$ cat src/rtl/sdcmd_pkg.sv
// Shared constants, types and the CRC7 function for the command line engine.
// Assumes the CRC seed is zero and data enters most significant bit first.
package sdcmd_pkg;

    localparam int FRAME_BITS = 48;
    localparam int SHORT_BITS = 48;
    localparam int LONG_BITS  = 136;
    localparam int CAPT_BITS  = 128;

    localparam logic [2:0] A_ARG  = 3'd0;
    localparam logic [2:0] A_CMD  = 3'd1;
    localparam logic [2:0] A_STS  = 3'd2;
    localparam logic [2:0] A_INT  = 3'd3;

    localparam int FLAG_LSB = 8;
    localparam int N_FLAGS  = 3;

    typedef enum logic [2:0] {
        ST_IDLE, ST_TX, ST_WAIT, ST_RX, ST_FIN, ST_RECOV
    } eng_state_t;

    typedef enum logic [1:0] { RSP_NONE, RSP_SHORT, RSP_LONG } rsp_len_t;

    // Completion event; exactly one field is set per command.
    typedef struct packed {
        logic crc_err;
        logic tmo;
        logic ready;
    } cmd_event_t;

    function automatic rsp_len_t rsp_len_of(input logic [2:0] code);
        if (code == 3'd0)      return RSP_NONE;
        else if (code == 3'd2) return RSP_LONG;
        else                   return RSP_SHORT;
    endfunction

    function automatic logic rsp_crc_on(input logic [2:0] code);
        return (code != 3'd0) && (code != 3'd2) && (code != 3'd3);
    endfunction

    function automatic logic [6:0] crc7_calc(input logic [39:0] d);
        logic [6:0] c;
        logic       fb;
        c = '0;
        for (int i = 39; i >= 0; i--) begin
            fb = d[i] ^ c[6];
            c  = {c[5:0], 1'b0};
            if (fb) c = c ^ 7'h09;
        end
        return c;
    endfunction

endpackage

$ cat src/rtl/sdcmd_strobe.sv
// Card clock strobe generator: a one-cycle pulse every CLK_DIV system cycles.
// Assumes CLK_DIV >= 2.
module sdcmd_strobe #(
    parameter int CLK_DIV = 4
) (
    input  logic clk,
    input  logic rst_n,
    output logic strobe
);
    localparam int CW = (CLK_DIV > 2) ? $clog2(CLK_DIV) : 1;

    logic [CW-1:0] cnt_q;

    // Free-running divider counter, wraps at CLK_DIV-1.
    always_ff @(posedge clk) begin
        if (!rst_n)                        cnt_q <= '0;
        else if (cnt_q == CW'(CLK_DIV-1))  cnt_q <= '0;
        else                               cnt_q <= cnt_q + 1'b1;
    end

    assign strobe = (cnt_q == CW'(CLK_DIV-1));
endmodule

$ cat src/rtl/sdcmd_fsm.sv
// Command line sequencer: serialises the command frame, waits for the reply
// start bit within RESP_WAIT strobes, shifts the reply in, judges its CRC and
// holds a RECOV_TICKS-strobe recovery gap. Assumes start only arrives in idle.
module sdcmd_fsm
    import sdcmd_pkg::*;
#(
    parameter int RESP_WAIT   = 64,
    parameter int RECOV_TICKS = 8
) (
    input  logic                 clk,
    input  logic                 rst_n,
    input  logic                 strobe,
    input  logic                 start,
    input  logic [5:0]           op,
    input  logic [2:0]           code,
    input  logic [31:0]          arg,
    input  logic                 cmd_in,
    output logic                 cmd_out,
    output logic                 cmd_oe,
    output logic                 cmd_busy,
    output logic                 ctl_busy,
    output logic                 done,
    output cmd_event_t           evt,
    output logic                 rsp_we,
    output logic                 rsp_long,
    output logic [CAPT_BITS-1:0] rsp_bits
);
    localparam int WW = (RESP_WAIT > 2) ? $clog2(RESP_WAIT) : 1;
    localparam int RW = (RECOV_TICKS > 2) ? $clog2(RECOV_TICKS) : 1;

    eng_state_t             state_q;
    logic [FRAME_BITS-1:0]  txsr_q;
    logic [7:0]             bcnt_q;
    logic [WW-1:0]          wcnt_q;
    logic [RW-1:0]          rcv_q;
    logic [2:0]             code_q;
    logic [CAPT_BITS-1:0]   rxsr_q;
    logic                   wait_expire;
    logic                   crc_bad;

    assign wait_expire = (state_q == ST_WAIT) && strobe && cmd_in &&
                         (wcnt_q == WW'(RESP_WAIT-1));
    assign crc_bad     = rsp_crc_on(code_q) &&
                         (crc7_calc(rxsr_q[47:8]) != rxsr_q[7:1]);

    // Main sequencer: one bit moves per strobe in the line-facing states.
    always_ff @(posedge clk) begin
        if (!rst_n) begin
            state_q <= ST_IDLE;
            txsr_q  <= '0;
            bcnt_q  <= '0;
            wcnt_q  <= '0;
            rcv_q   <= '0;
            code_q  <= '0;
            rxsr_q  <= '0;
        end else begin
            unique case (state_q)
                ST_IDLE: if (start) begin
                    txsr_q  <= {2'b01, op, arg, crc7_calc({2'b01, op, arg}), 1'b1};
                    bcnt_q  <= 8'(FRAME_BITS-1);
                    code_q  <= code;
                    state_q <= ST_TX;
                end
                ST_TX: if (strobe) begin
                    if (bcnt_q == 8'd0) begin
                        wcnt_q  <= '0;
                        rxsr_q  <= '0;
                        state_q <= (rsp_len_of(code_q) == RSP_NONE) ? ST_FIN : ST_WAIT;
                    end else begin
                        txsr_q <= {txsr_q[FRAME_BITS-2:0], 1'b1};
                        bcnt_q <= bcnt_q - 8'd1;
                    end
                end
                ST_WAIT: if (strobe) begin
                    if (!cmd_in) begin
                        rxsr_q  <= {rxsr_q[CAPT_BITS-2:0], 1'b0};
                        bcnt_q  <= (rsp_len_of(code_q) == RSP_LONG) ?
                                   8'(LONG_BITS-1) : 8'(SHORT_BITS-1);
                        state_q <= ST_RX;
                    end else if (wait_expire) begin
                        rcv_q   <= '0;
                        state_q <= ST_RECOV;
                    end else begin
                        wcnt_q <= wcnt_q + 1'b1;
                    end
                end
                ST_RX: if (strobe) begin
                    rxsr_q <= {rxsr_q[CAPT_BITS-2:0], cmd_in};
                    if (bcnt_q == 8'd1) state_q <= ST_FIN;
                    else                bcnt_q  <= bcnt_q - 8'd1;
                end
                ST_FIN: begin
                    rcv_q   <= '0;
                    state_q <= ST_RECOV;
                end
                ST_RECOV: if (strobe) begin
                    if (rcv_q == RW'(RECOV_TICKS-1)) state_q <= ST_IDLE;
                    else                              rcv_q   <= rcv_q + 1'b1;
                end
                default: state_q <= ST_IDLE;
            endcase
        end
    end

    // Completion event and response hand-off towards the register file.
    always_comb begin
        evt      = '0;
        done     = 1'b0;
        rsp_we   = 1'b0;
        if (wait_expire) begin
            done    = 1'b1;
            evt.tmo = 1'b1;
        end else if (state_q == ST_FIN) begin
            done   = 1'b1;
            rsp_we = (rsp_len_of(code_q) != RSP_NONE);
            if (rsp_we && crc_bad) evt.crc_err = 1'b1;
            else                   evt.ready   = 1'b1;
        end
    end

    assign rsp_long = (rsp_len_of(code_q) == RSP_LONG);
    assign rsp_bits = rxsr_q;
    assign cmd_oe   = (state_q == ST_TX);
    assign cmd_out  = (state_q == ST_TX) ? txsr_q[FRAME_BITS-1] : 1'b1;
    assign cmd_busy = (state_q == ST_TX) || (state_q == ST_WAIT) ||
                      (state_q == ST_RX) || (state_q == ST_FIN);
    assign ctl_busy = (state_q != ST_IDLE);
endmodule

$ cat src/rtl/sdcmd_regs.sv
// Host register file: argument, command word, status, write-1-to-clear flags
// and four response words. Assumes one write per cycle; a set wins over a clear.
module sdcmd_regs
    import sdcmd_pkg::*;
(
    input  logic                 clk,
    input  logic                 rst_n,
    input  logic                 wr_en,
    input  logic [2:0]           wr_addr,
    input  logic [31:0]          wr_data,
    input  logic [2:0]           rd_addr,
    output logic [31:0]          rd_data,
    input  logic                 cmd_busy,
    input  logic                 ctl_busy,
    input  logic                 done,
    input  cmd_event_t           evt,
    input  logic                 rsp_we,
    input  logic                 rsp_long,
    input  logic [CAPT_BITS-1:0] rsp_bits,
    output logic                 start,
    output logic [5:0]           op,
    output logic [2:0]           code,
    output logic [31:0]          arg
);
    logic [31:0]        arg_q;
    logic [31:0]        cmd_q;
    logic               start_q;
    logic [N_FLAGS-1:0] flag_q;
    logic [N_FLAGS-1:0] flag_set;
    logic [3:0][31:0]   rsp_q;
    logic               cmd_take;

    assign cmd_take = wr_en && (wr_addr == A_CMD) && !ctl_busy && !start_q;
    assign flag_set = done ? {evt.crc_err, evt.tmo, evt.ready} : '0;

    // Argument and command word capture; a taken command word fires start.
    always_ff @(posedge clk) begin
        if (!rst_n) begin
            arg_q   <= '0;
            cmd_q   <= '0;
            start_q <= 1'b0;
        end else begin
            start_q <= cmd_take;
            if (wr_en && (wr_addr == A_ARG)) arg_q <= wr_data;
            if (cmd_take)                    cmd_q <= wr_data;
        end
    end

    // One sticky flag per completion kind, cleared by writing 1 to its bit.
    for (genvar g = 0; g < N_FLAGS; g++) begin : g_flag
        always_ff @(posedge clk) begin
            if (!rst_n)           flag_q[g] <= 1'b0;
            else if (flag_set[g]) flag_q[g] <= 1'b1;
            else if (wr_en && (wr_addr == A_INT) && wr_data[FLAG_LSB+g])
                                  flag_q[g] <= 1'b0;
        end
    end

    // Response words loaded on reply completion.
    always_ff @(posedge clk) begin
        if (!rst_n) begin
            rsp_q <= '0;
        end else if (rsp_we) begin
            if (rsp_long) begin
                rsp_q <= rsp_bits;
            end else begin
                rsp_q    <= '0;
                rsp_q[0] <= rsp_bits[39:8];
            end
        end
    end

    // Read multiplexer.
    always_comb begin
        if (rd_addr[2]) begin
            rd_data = rsp_q[rd_addr[1:0]];
        end else begin
            unique case (rd_addr[1:0])
                2'd0:    rd_data = arg_q;
                2'd1:    rd_data = cmd_q;
                2'd2:    rd_data = {30'd0, cmd_busy | start_q, ctl_busy | start_q};
                default: rd_data = {21'd0, flag_q, 8'd0};
            endcase
        end
    end

    assign start = start_q;
    assign op    = cmd_q[5:0];
    assign code  = cmd_q[9:7];
    assign arg   = arg_q;
endmodule

$ cat src/rtl/sdcmd_engine.sv
// Top of the command line engine: strobe divider, register file, sequencer.
// Assumes cmd_in is already synchronised to clk.
module sdcmd_engine
    import sdcmd_pkg::*;
#(
    parameter int CLK_DIV     = 4,
    parameter int RESP_WAIT   = 64,
    parameter int RECOV_TICKS = 8
) (
    input  logic        clk,
    input  logic        rst_n,
    input  logic        wr_en,
    input  logic [2:0]  wr_addr,
    input  logic [31:0] wr_data,
    input  logic [2:0]  rd_addr,
    output logic [31:0] rd_data,
    output logic        card_strobe,
    output logic        cmd_out,
    output logic        cmd_oe,
    input  logic        cmd_in
);
    logic                 start_w, cmd_busy_w, ctl_busy_w, done_w;
    logic                 rsp_we_w, rsp_long_w;
    logic [5:0]           op_w;
    logic [2:0]           code_w;
    logic [31:0]          arg_w;
    logic [CAPT_BITS-1:0] rsp_bits_w;
    cmd_event_t           evt_w;

    sdcmd_strobe #(.CLK_DIV(CLK_DIV)) u_strobe (
        .clk(clk), .rst_n(rst_n), .strobe(card_strobe)
    );

    sdcmd_regs u_regs (
        .clk(clk), .rst_n(rst_n),
        .wr_en(wr_en), .wr_addr(wr_addr), .wr_data(wr_data),
        .rd_addr(rd_addr), .rd_data(rd_data),
        .cmd_busy(cmd_busy_w), .ctl_busy(ctl_busy_w),
        .done(done_w), .evt(evt_w),
        .rsp_we(rsp_we_w), .rsp_long(rsp_long_w), .rsp_bits(rsp_bits_w),
        .start(start_w), .op(op_w), .code(code_w), .arg(arg_w)
    );

    sdcmd_fsm #(.RESP_WAIT(RESP_WAIT), .RECOV_TICKS(RECOV_TICKS)) u_fsm (
        .clk(clk), .rst_n(rst_n), .strobe(card_strobe),
        .start(start_w), .op(op_w), .code(code_w), .arg(arg_w),
        .cmd_in(cmd_in), .cmd_out(cmd_out), .cmd_oe(cmd_oe),
        .cmd_busy(cmd_busy_w), .ctl_busy(ctl_busy_w),
        .done(done_w), .evt(evt_w),
        .rsp_we(rsp_we_w), .rsp_long(rsp_long_w), .rsp_bits(rsp_bits_w)
    );
endmodule

$ cat config.mk
export PLATFORM = sky130hd
export DESIGN_NAME = sdcmd_engine
export DESIGN_NICKNAME = d
export VERILOG_FILES = /design/src/rtl/sdcmd_pkg.sv /design/src/rtl/sdcmd_strobe.sv /design/src/rtl/sdcmd_fsm.sv /design/src/rtl/sdcmd_regs.sv /design/src/rtl/sdcmd_engine.sv
export SDC_FILE = /design/constraint.sdc
export NUM_CORES = 1
export LEC_CHECK = 0
export BUFFER_PORTS_ARGS = -buffer_cell sky130_fd_sc_hd__buf_2
export CORE_MARGIN = 5
export CORE_UTILIZATION = 60
export DETAILED_ROUTE_END_ITERATION = 16
export PLACE_DENSITY = 0.78
export SETUP_SLACK_MARGIN = 0.2
export SLEW_MARGIN = 20
export SYNTH_ARGS = -nofsm -noshare
export SYNTH_HDL_FRONTEND = slang
export SYNTH_SLANG_ARGS = --single-unit
$ cat constraint.sdc
create_clock -name clk -period 3.2 [get_ports clk]
set_input_delay 0.32 -clock clk [delete_from_list [all_inputs] [get_ports clk]]
set_output_delay 0.32 -clock clk [all_outputs]
set_load 0.005 [all_outputs]
==> flow_summary.json <==
{
  "synth_top_area_cell": "dfxtp_1",
  "fin_crit_ns": 2.91,
  "cp.arrival_ns": 3.32,
  "fp.dieArea_um2": 35200,
  "fin_nets": 2115,
  "yosys_warnings": 0,
  "ys_ff_latch": 397,
  "setup_viol": 0,
  "clock_skew_ns": 0.0186,
  "synthFlopType": "dfxtp_1",
  "vias": 15300,
  "io_buffers": 76,
  "synth_edf_count": 0,
  "multi_input_area_um2": 10300,
  "final.period_utilization": 0.909,
  "yosys.cell_types.count": 52,
  "die_w_um": 188,
  "seq_area_frac_synth": 0.420,
  "critPathKind": "reg -> reg",
  "syn_nets": 2134,
  "antenna_found_initial": 2,
  "cts_tree": "done",
  "syn_area_per_cell_um2": 9.08,
  "synthTopCellsByArea": "dfxtp_1 (42%), nand2_1 (8.3%), a21boi_0 (7.9%)",
  "drv_cap": 0,
  "drc": 0,
  "required_ns": 3.61,
  "synth_most_common_cell": "nand2_1",
  "slew-limit-headroom": 0.427,
  "synth_top_area_share": 0.420,
  "ant_nets": 0,
  "wl_um": 49600,
  "hold_viol_final": 0,
  "grt_util_all_layers": 0.272,
  "slew_viol_final": 0,
  "ios": 77,
  "via_per_inst": 6.13,
  "p_per_area_nw_per_um2": 553,
  "die_h_um": 188,
  "ir_drop_v": 0.000513,
  "path_max_fanout": 5,
  "syn_inst": 2086,
  "cellLeakagePower_nw": 8.10,
  "crit_path_end_kind": "flop",
  "hold_buffers": 0,
  "status": "finished, final reports clean",
  "drt_iter0_markers": 1582,
  "insertedDiodeCount": 0,
  "ys_async_sr_fraction": 0,
  "grt_pass1_vias": 14700,
  "tns_ns": 0,
  "drtPass1Iterations": 5,
  "grt_pass1_wl_um": 79400,
  "numCtsBuffers": 43,
  "rows": 65,
  "min_path_type": "in -> reg",
  "clkLatencyLatePin_ns": 0.55,
  "register_area_um2": 7950,
  "cts_root_buffer": "clkbuf_16",
  "dpl.hpwl_um": 32700,
  "grt.overflow.total": 0,
  "cts_max_level": 2,
  "synth_common_cells": "nand2_1 (418), dfxtp_1 (397), a21boi_0 (199)",
  "gp_congestion": 0.901,
  "wire_per_inst_um": 19.8,
  "grt_setup_unrepaired": "true",
  "clk_path_buf_depth": 3,
  "crit_path_start_kind": "flop",
  "tightest_slew_ns": 0.860,
  "area_growth_pct": 11.9,
  "nFillCells": 2443,
  "cts_sinks": 397,
  "clk_pin_slew_ns": 0.06,
  "max_freq_ghz": 0.344,
  "grt_max_degree": 152,
  "reg2reg_slack_ns": 0.29,
  "coreArea_um2": 31400,
  "syn_area_um2": 18900,
  "hold_slack_ns": 0.0377,
  "initial_core_util": 0.603,
  "drive_above_1_share": 0.120
}
## power by group
part / switching [W] / total (W) / internal (W)
clock: 0.00203 / 0.00501 / 0.00297
combinational: 0.00100 / 0.00158 / 0.000572
sequential: 0.000104 / 0.00513 / 0.00503
## cells in the final DEF (no fill, tap or decap), types with 27 or more instances in the layout
cell type and count:
buf_2 74, o21ai_0 47, nand2_1 418, nor2b_1 106, xnor3_1 27, o211a_1 75, a22oi_1 99, a21boi_0 199
nand3_1 180, buf_4 34, dfxtp_1 397, clkbuf_16 43, nor2_1 30, mux2i_1 68, mux4_2 32, xnor2_1 71
## metal layers
metal / share of wire / wire length (µm) / vias up / track usage
met1: 0.43 / 21200 / 7491 / 0.367
met5: 0.00042 / 21 / - / 0
met4: 0.036 / 1770 / 4 / 0.0932
met2: 0.47 / 23600 / 510 / 0.448
met3: 0.062 / 3060 / 118 / 0.0449
li1: - / - / 7213 / -
## what timing repair did
item | 4_1_cts | 5_1_grt
endpoints found under the hold margin | 0 | 0
setup buffers | 0 | 0
gates resized for setup | 0 | 4
endpoints found under the setup margin | 0 | 4
## registers in the layout, indices dropped and copies added, names as in the netlist, 6 cells and up
register,count
u_fsm.wcnt_q,6
u_fsm.txsr_q,48
u_fsm.bcnt_q,8
u_fsm.rsp_bits,128
u_regs.cmd_q,32
u_regs.rsp_q,128
u_regs.arg,32
## critical path, stage by stage (launching register included)
cell and delay, ns:
dfxtp_1 0.42, xnor3_2 0.53, xnor2_4 0.24, xnor3_1 0.48, xnor3_1 0.41, and2_0 0.13, mux2i_1 0.11, a2111oi_2 0.36
o31ai_1 0.10
## metrics by stage
stage	instances	utilization	power (W)	area [µm²]	setup slack [ns]
global placement	2424	0.629	0.00674	19700	0.356
detailed placement	2424	0.629	0.00677	19700	0.269
global route	2502	0.675	0.0122	21200	0.140
CTS	2502	0.674	0.0117	21200	0.224
finish	2502	0.675	0.0117	21200	0.291
floorplan	2086	-	0.00627	18900	0.574
## worst paths after layout
path              depth (start not counted)               start           endpoint
setup / recovery                          8  u_fsm.rsp_bits[37]   u_regs.flag_q[2]
hold / removal                            3         wr_data[24]     u_regs.arg[24]
setup reg to reg                          8  u_fsm.rsp_bits[37]   u_regs.flag_q[2]
hold reg to reg                           1   u_strobe.cnt_q[0]  u_strobe.cnt_q[0]
## cells by family after synthesis
logic type | count (synthesis) | synth area share
adders and majority gates | 6 | 0.00397
DFF | 397 | 0.420
AOI/OAI and AO/OA | 462 | 0.185
muxes | 104 | 0.0764
and+or+nand+nor | 785 | 0.188
xor gates and xnor gates | 131 | 0.0865
buffers and inverters | 201 | 0.0403
## area by class of cell
class                           instances  share of cell area
Tap cell                              402              0.0237
Sequential cell                       397               0.375
Clock inverter                         15             0.00880
Timing Repair Buffer                  126              0.0459
Inverter                               11             0.00195
Clock buffer                           63              0.0590
Multi-Input combinational cell       1488               0.486
Power figures use the tool's default switching activity.
